==> config.mk <==
export PLATFORM = sky130hd
export DESIGN_NAME = trace_payload_fmt
export DESIGN_NICKNAME = d
export VERILOG_FILES = /design/src/rtl/tpf_pkg.sv /design/src/rtl/tpf_rec_build.sv /design/src/rtl/tpf_byte_fifo.sv /design/src/rtl/trace_payload_fmt.sv
export SDC_FILE = /design/constraint.sdc
export NUM_CORES = 1
export LEC_CHECK = 0
export BUFFER_PORTS_ARGS = -buffer_cell sky130_fd_sc_hd__clkbuf_2
export CORE_ASPECT_RATIO = 1.2
export CORE_MARGIN = 10
export CORE_UTILIZATION = 45
export DETAILED_ROUTE_END_ITERATION = 7
export PLACE_DENSITY = 0.72
export SLEW_MARGIN = 20
export SYNTH_ARGS = -nofsm -noshare
export SYNTH_HDL_FRONTEND = slang
export SYNTH_SLANG_ARGS = --single-unit
==> constraint.sdc <==
create_clock -name clk -period 7.9 [get_ports clk]
set_input_delay 1.58 -clock clk [delete_from_list [all_inputs] [get_ports clk]]
set_output_delay 1.58 -clock clk [all_outputs]
set_load 0.01 [all_outputs]
==> src/rtl/tpf_pkg.sv <==
package tpf_pkg;

    localparam int ADDR_BYTES = 4;
    localparam int REC_MAX    = ADDR_BYTES + 1;
    localparam int LEN_W      = $clog2(REC_MAX + 1);

    typedef enum logic [1:0] {
        TSEL_NONE = 2'b00,
        TSEL_LO2  = 2'b01,
        TSEL_LO3  = 2'b10,
        TSEL_ALL  = 2'b11
    } tgt_sel_e;

    typedef struct packed {
        tgt_sel_e tgt_sel;
        logic     own_en;
    } tpf_cfg_t;

    typedef struct packed {
        logic       user_entry;
        logic       asid_load;
        logic       pc_sync;
    } own_trig_t;

    typedef struct packed {
        logic [REC_MAX-1:0][7:0] data;
        logic [LEN_W-1:0]        len;
    } tpf_rec_t;

    function automatic logic [LEN_W-1:0] addr_len(tgt_sel_e sel);
        case (sel)
            TSEL_NONE: addr_len = LEN_W'(0);
            TSEL_LO2:  addr_len = LEN_W'(2);
            TSEL_LO3:  addr_len = LEN_W'(3);
            default:   addr_len = LEN_W'(4);
        endcase
    endfunction

endpackage

==> src/rtl/tpf_rec_build.sv <==
module tpf_rec_build
    import tpf_pkg::*;
(
    input  tpf_cfg_t     cfg,
    input  logic         br_valid,
    input  logic [31:0]  br_target,
    input  own_trig_t    trig,
    input  logic [7:0]   asid,
    output tpf_rec_t     rec
);

    logic [LEN_W-1:0] alen;
    logic             own_hit;

    always_comb begin
        alen    = br_valid ? addr_len(cfg.tgt_sel) : LEN_W'(0);
        own_hit = cfg.own_en && (trig.user_entry || trig.asid_load || trig.pc_sync);
        rec.len = alen + LEN_W'(own_hit);
        for (int i = 0; i < REC_MAX; i++) begin
            if (i < int'(alen)) begin
                rec.data[i] = br_target[8*(i % ADDR_BYTES) +: 8];
            end else if (i == int'(alen)) begin
                rec.data[i] = asid;
            end else begin
                rec.data[i] = 8'h00;
            end
        end
    end

endmodule

==> src/rtl/tpf_byte_fifo.sv <==
module tpf_byte_fifo #(
    parameter int DEPTH = 8,
    parameter int MAXW  = 5,
    localparam int PW   = $clog2(DEPTH),
    localparam int CW   = $clog2(DEPTH + 1),
    localparam int LW   = $clog2(MAXW + 1)
) (
    input  logic                  clk,
    input  logic                  rst,
    input  logic                  wr_en,
    input  logic [LW-1:0]         wr_len,
    input  logic [MAXW-1:0][7:0]  wr_data,
    input  logic                  pop,
    output logic [7:0]            rd_data,
    output logic [CW-1:0]         count
);

    logic [PW-1:0]          wr_ptr;
    logic [PW-1:0]          rd_ptr;
    logic [7:0]             mem [DEPTH];
    logic [DEPTH-1:0][7:0]  pad;

    initial begin
        assert ((1 << PW) == DEPTH && DEPTH >= MAXW)
            else $error("tpf_byte_fifo: DEPTH must be a power of two not below MAXW");
    end

    always_comb begin
        pad = '0;
        for (int i = 0; i < MAXW; i++) begin
            pad[i] = wr_data[i];
        end
    end

    for (genvar s = 0; s < DEPTH; s++) begin : g_slot
        logic [PW-1:0] off;
        assign off = PW'(s) - wr_ptr;
        always_ff @(posedge clk) begin
            if (rst) begin
                mem[s] <= 8'h00;
            end else if (wr_en && (int'(off) < int'(wr_len))) begin
                mem[s] <= pad[off];
            end
        end
    end

    always_ff @(posedge clk) begin
        if (rst) begin
            wr_ptr <= '0;
            rd_ptr <= '0;
            count  <= '0;
        end else begin
            if (wr_en) wr_ptr <= wr_ptr + PW'(wr_len);
            if (pop)   rd_ptr <= rd_ptr + PW'(1);
            count <= count + (wr_en ? CW'(wr_len) : CW'(0)) - (pop ? CW'(1) : CW'(0));
        end
    end

    assign rd_data = mem[rd_ptr];

    // occupancy never exceeds the storage
    a_r10_no_overflow: assert property (@(posedge clk) disable iff (rst)
        count <= CW'(DEPTH));

    // a pop is only requested when a byte is held
    a_r9_pop_nonempty: assert property (@(posedge clk) disable iff (rst)
        pop |-> count != '0);

    // with no write, a nonempty FIFO drains by exactly one byte
    a_r9_single_drain: assert property (@(posedge clk) disable iff (rst)
        (!wr_en && count != '0) |=> count == $past(count) - CW'(1));

endmodule

==> src/rtl/trace_payload_fmt.sv <==
module trace_payload_fmt
    import tpf_pkg::*;
#(
    parameter int FIFO_DEPTH = 8
) (
    input  logic        clk,
    input  logic        rst,
    input  logic [1:0]  cfg_tgt_sel,
    input  logic        cfg_own_en,
    input  logic        br_valid,
    input  logic [31:0] br_target,
    input  logic        own_user_entry,
    input  logic        own_asid_load,
    input  logic        own_pc_sync,
    input  logic [7:0]  own_asid,
    output logic        ev_stall,
    output logic        td_valid,
    output logic [7:0]  td_byte
);

    localparam int CW = $clog2(FIFO_DEPTH + 1);

    tpf_cfg_t        cfg;
    own_trig_t       trig;
    tpf_rec_t        rec;
    logic [CW-1:0]   count;
    logic [CW-1:0]   room;
    logic            wr_en;
    logic            pop;

    assign cfg.tgt_sel      = tgt_sel_e'(cfg_tgt_sel);
    assign cfg.own_en       = cfg_own_en;
    assign trig.user_entry  = own_user_entry;
    assign trig.asid_load   = own_asid_load;
    assign trig.pc_sync     = own_pc_sync;

    tpf_rec_build u_build (
        .cfg       (cfg),
        .br_valid  (br_valid),
        .br_target (br_target),
        .trig      (trig),
        .asid      (own_asid),
        .rec       (rec)
    );

    assign room     = CW'(FIFO_DEPTH) - count;
    assign ev_stall = int'(rec.len) > int'(room);
    assign wr_en    = (rec.len != '0) && !ev_stall;
    assign pop      = count != '0;

    tpf_byte_fifo #(
        .DEPTH (FIFO_DEPTH),
        .MAXW  (REC_MAX)
    ) u_fifo (
        .clk     (clk),
        .rst     (rst),
        .wr_en   (wr_en),
        .wr_len  (rec.len),
        .wr_data (rec.data),
        .pop     (pop),
        .rd_data (td_byte),
        .count   (count)
    );

    assign td_valid = pop;

    // a stall can only happen while bytes are still waiting to drain
    a_r10_stall_needs_backlog: assert property (@(posedge clk) disable iff (rst)
        ev_stall |-> td_valid);

    // with ownership off and no branch, nothing is offered, so no stall
    a_r6_own_off_quiet: assert property (@(posedge clk) disable iff (rst)
        (!cfg_own_en && !br_valid) |-> !ev_stall);

    // an idle port with nothing offered stays idle on the next cycle
    a_r9_idle_stays_idle: assert property (@(posedge clk) disable iff (rst)
        (!td_valid && !br_valid && !own_user_entry && !own_asid_load && !own_pc_sync)
        |=> !td_valid);

endmodule

==> run summary <==
* **unique cell type count in the Yosys netlist** 75
* **worst stage delay on the critical path** 0.84 ns
* **# IOs** 59
* **actual slew at the worst max-slew pin** 1.04 ns
* **CTS tree** done
* **number of setup violations in the final report** 0
* **cell type with the highest aggregate area in the netlist** sky130_fd_sc_hd__edfxtp_1
* **net load switching power** 1.42 mW
* **Post-Synthesis Cell Area** 6870 um2
* **most frequently used flop master after synthesis** sky130_fd_sc_hd__edfxtp_1
* **Startpoint Class** primary input
* **# Max-Cap Violations** 0
* **launch point of the worst reg-to-reg path** u_fifo.wr_ptr[0]$_SDFFE_PP0N_
* **number of hold buffers added after CTS** 0
* **number of diodes** 0
* **Final Hold Fails** 0
* **sequential-to-total area share from yosys stat** 0.318
* **post-route clock skew** 0.00480 ns
* **leakage power** 2.74 nW
* **number of warnings issued by yosys** 0
* **Data required, critical path** 6.32 ns
* **antenna-violating nets left** 0
* **via count normalized by instance count** 6.42
* **Clock Path Buffers** 2
* **vias in the first global route** 6123
* **cells along the critical path** clkbuf_2, inv_1, ha_1, and2_1, ha_1, ha_1, a21bo_2, nand2_1, ha_1, and2_1, a2111o_1, or2_2, inv_1, clkbuf_2
* **violation count after the first detailed-route iteration** 784
* **Area Overhead vs Synth** 10.6%
* **Die H** 155 um
* **number of nets in the finished design** 856
* **critical path class** in -> out
* **Initial Util** 0.459
* **switching power as a share of total power** 0.463
* **Hold Crit Depth** 2
* **pin count of the biggest net entering global routing** 51
* **reg-to-reg setup timing slack** 3.22 ns
* **proportion of netlist area held by the largest area contributor** 0.280
* **post-synthesis register bit count** 77
* **final weighted congestion of routability-driven global placement** 0.997
* **die outline width** 133 um
* **detailed-route wire length per cell** 21.1 um
* **Pre-antenna DRT Iters** 5
* **syn_nets** 833
* **share of power burned in registers** 0.233
* **final critical-path required period** 6.41 ns
* **Num CTS Buffers** 9
* **Hold Path Class** reg -> reg
* **unrepaired setup endpoints after global routing** no
* **GRT Residual Overflow** 0
* **Resized cells post-CTS** 0
* **via count** 6318
* **highest fanout seen on the critical path** 33
* **number of cells on the worst reg-to-reg path** 9
* **DRC errors left** 0
* **number of standard cells after synthesis** 752
* **total number of placement rows** 49
* **Max stage delay cell, worst path** sky130_fd_sc_hd__ha_1
* **final worst setup slack** 1.49 ns
* **Skew-Pair Late Insertion Delay** 0.33 ns
* **Port-buffer cells** 58
* **dpl hpwl** 16300 um
* **count of flip-flops with a built-in enable after synthesis** 64
* **worst slack, placed** 1.53 ns
* **most frequent cell on the critical path** sky130_fd_sc_hd__ha_1
* **share of final-layout standard cells stronger than drive strength 1** 0.188
* **hold path startpoint** u_fifo.rd_ptr[1]$_SDFFE_PP0N_
* **worst rel slew slack** 0.305
* **clock sink total** 77
* **power share of the clock group** 0.171
* **final-layout setup total negative slack** 0 ns
* **Overall Global Routing Usage** 0.197
* **Post-CTS Setup Bufs** 0
* **Clock transition at path regs** 0.06 ns
* **largest voltage drop on the vdd net** 0.157 mV
* **CP Data Arrival Time** 4.83 ns
* **CP Capture Type** output port
* **number of antenna violations at the first check in global routing** 0
* **Post-Syn Area per Cell** 9.14 um2
* **Logic pwr share** 0.596
* **global-route wire length before repair** 33000 um
* **number of max-slew violations in the final report** 0
* **total die area** 20600 um2
* **RR Endpoint** u_fifo.mem[6][1]$_SDFFCE_PN0P_
* **most area-consuming cells after synthesis** sky130_fd_sc_hd__edfxtp_1 (28%), sky130_fd_sc_hd__a21oi_1 (6.0%), sky130_fd_sc_hd__ha_1 (5.5%)
* **most frequent standard cell in the layout excluding fill and tap cells** sky130_fd_sc_hd__nand2_1
* **Synth async-reset ratio** 0
* **crit share post-route** 0.812
* **clock root cell** sky130_fd_sc_hd__clkbuf_16
* **area of the core** 15000 um2
* **CTS H-Tree Depth** 3
* **power per unit of standard cell area** 405 nW/um2
* **run status** finished, final reports clean
* **final routed wirelength across all metal layers** 20800 um
* **most frequent cells in the layout** sky130_fd_sc_hd__nand2_1 (91), sky130_fd_sc_hd__a21oi_1 (82), sky130_fd_sc_hd__edfxtp_1 (64)
* **Int Power** 1.65 mW
* **highest clock frequency the design can meet** 156 MHz
## Yosys cell counts (3+ instances only)
cell type,number
sky130_fd_sc_hd__a2111oi_2,3
sky130_fd_sc_hd__a211oi_1,17
sky130_fd_sc_hd__a211oi_4,7
sky130_fd_sc_hd__a21boi_1,6
sky130_fd_sc_hd__a21o_1,12
sky130_fd_sc_hd__a21oi_1,82
sky130_fd_sc_hd__a22oi_1,26
sky130_fd_sc_hd__a311oi_1,4
sky130_fd_sc_hd__a31o_2,3
sky130_fd_sc_hd__a31oi_1,18
sky130_fd_sc_hd__and2_1,17
sky130_fd_sc_hd__and4b_1,7
sky130_fd_sc_hd__and4bb_2,14
sky130_fd_sc_hd__buf_1,4
sky130_fd_sc_hd__buf_2,15
sky130_fd_sc_hd__buf_4,5
sky130_fd_sc_hd__clkbuf_1,25
sky130_fd_sc_hd__dfxtp_1,13
sky130_fd_sc_hd__edfxtp_1,64
sky130_fd_sc_hd__ha_1,30
sky130_fd_sc_hd__inv_1,26
sky130_fd_sc_hd__mux2_2,8
sky130_fd_sc_hd__mux2i_1,9
sky130_fd_sc_hd__mux4_2,16
sky130_fd_sc_hd__nand2_1,91
sky130_fd_sc_hd__nand2_2,4
sky130_fd_sc_hd__nand2b_1,3
sky130_fd_sc_hd__nand3_1,4
sky130_fd_sc_hd__nand3b_1,3
sky130_fd_sc_hd__nor2_1,39
sky130_fd_sc_hd__nor2b_1,11
sky130_fd_sc_hd__nor3_1,31
sky130_fd_sc_hd__o2111a_1,3
sky130_fd_sc_hd__o211ai_1,16
sky130_fd_sc_hd__o21a_1,7
sky130_fd_sc_hd__o21ai_0,27
sky130_fd_sc_hd__o22ai_1,8
sky130_fd_sc_hd__o31ai_1,4
sky130_fd_sc_hd__o32ai_1,18
sky130_fd_sc_hd__xnor2_1,7
## power by group through the flow
stage | Combinational (mW) | Clock [mW] | Sequential (mW)
global placement | 1.77 | 0 | 0.720
CTS | 1.80 | 0.530 | 0.720
floorplan | 1.38 | 0 | 0.671
global route | 1.99 | 0.549 | 0.738
detailed placement | 1.79 | 0 | 0.727
finish | 1.84 | 0.526 | 0.717
## layout make-up
| type | count | area, um2 |
|---|---|---|
| Clock buffer | 10 | 229 |
| Clock inverter | 6 | 159 |
| Fill cell | 1474 | 7360 |
| Inverter | 28 | 105 |
| Multi-Input combinational cell | 595 | 4340 |
| Sequential cell | 77 | 2180 |
| Tap cell | 204 | 255 |
| Timing Repair Buffer | 64 | 335 |
## worst max-delay path: cells and delay by family
family          cells  cell delay (ns)
compound gates      2             0.66
fa+ha+maj           4             1.42
buf+inv             4             0.34
simple gates        4             0.83
## per-layer routing
layer | up-vias | wire (um) | track usage
li1 | 2950 | - | -
met1 | 2932 | 8990 | 0.262
met2 | 376 | 9720 | 0.318
met3 | 60 | 1460 | 0.0277
met4 | 0 | 620 | 0.0714
met5 | - | 0 | 0
## metrics by stage
| step | cells | hold slack [ns] | total power, mW | cell area (um2) | util |
|---|---|---|---|---|---|
| 2_1_floorplan | 752 | 0.485 | 2.06 | 6870 | - |
| 3_3_place_gp | 968 | 0.510 | 2.49 | 7210 | 0.482 |
| 3_5_place_dp | 968 | 0.526 | 2.52 | 7210 | 0.482 |
| 4_1_cts | 984 | 0.537 | 3.05 | 7600 | 0.508 |
| 5_1_grt | 984 | 0.581 | 3.28 | 7600 | 0.508 |
| 6_report | 984 | 0.529 | 3.08 | 7600 | 0.508 |
## cell families after synthesis
logic type      synth area share
buf+inv                   0.0515
mux                       0.0807
xor+xnor                  0.0138
simple gates               0.190
compound gates             0.286
fa+ha+maj                 0.0605
flops                      0.318
## worst max-delay path by stage
| stage | start | to | slack, ns | cells after the start |
|---|---|---|---|---|
| 6_report | cfg_tgt_sel[0] | ev_stall | 1.49 | 14 |
| 5_1_grt | cfg_tgt_sel[0] | ev_stall | 1.26 | 14 |
| 4_1_cts | cfg_tgt_sel[0] | ev_stall | 1.52 | 14 |
| 3_5_place_dp | cfg_tgt_sel[0] | ev_stall | 1.53 | 14 |
| 3_3_place_gp | cfg_tgt_sel[0] | ev_stall | 1.60 | 14 |
| 2_1_floorplan | br_valid | ev_stall | 2.05 | 13 |
## sequential cells by signal, indices dropped and copies added, names as in the netlist, named ones only
signal         cells
u_fifo.count       4
u_fifo.wr_ptr      3
u_fifo.rd_ptr      3
u_fifo.mem        64
Note: power is estimated with default switching activity, not from simulation.
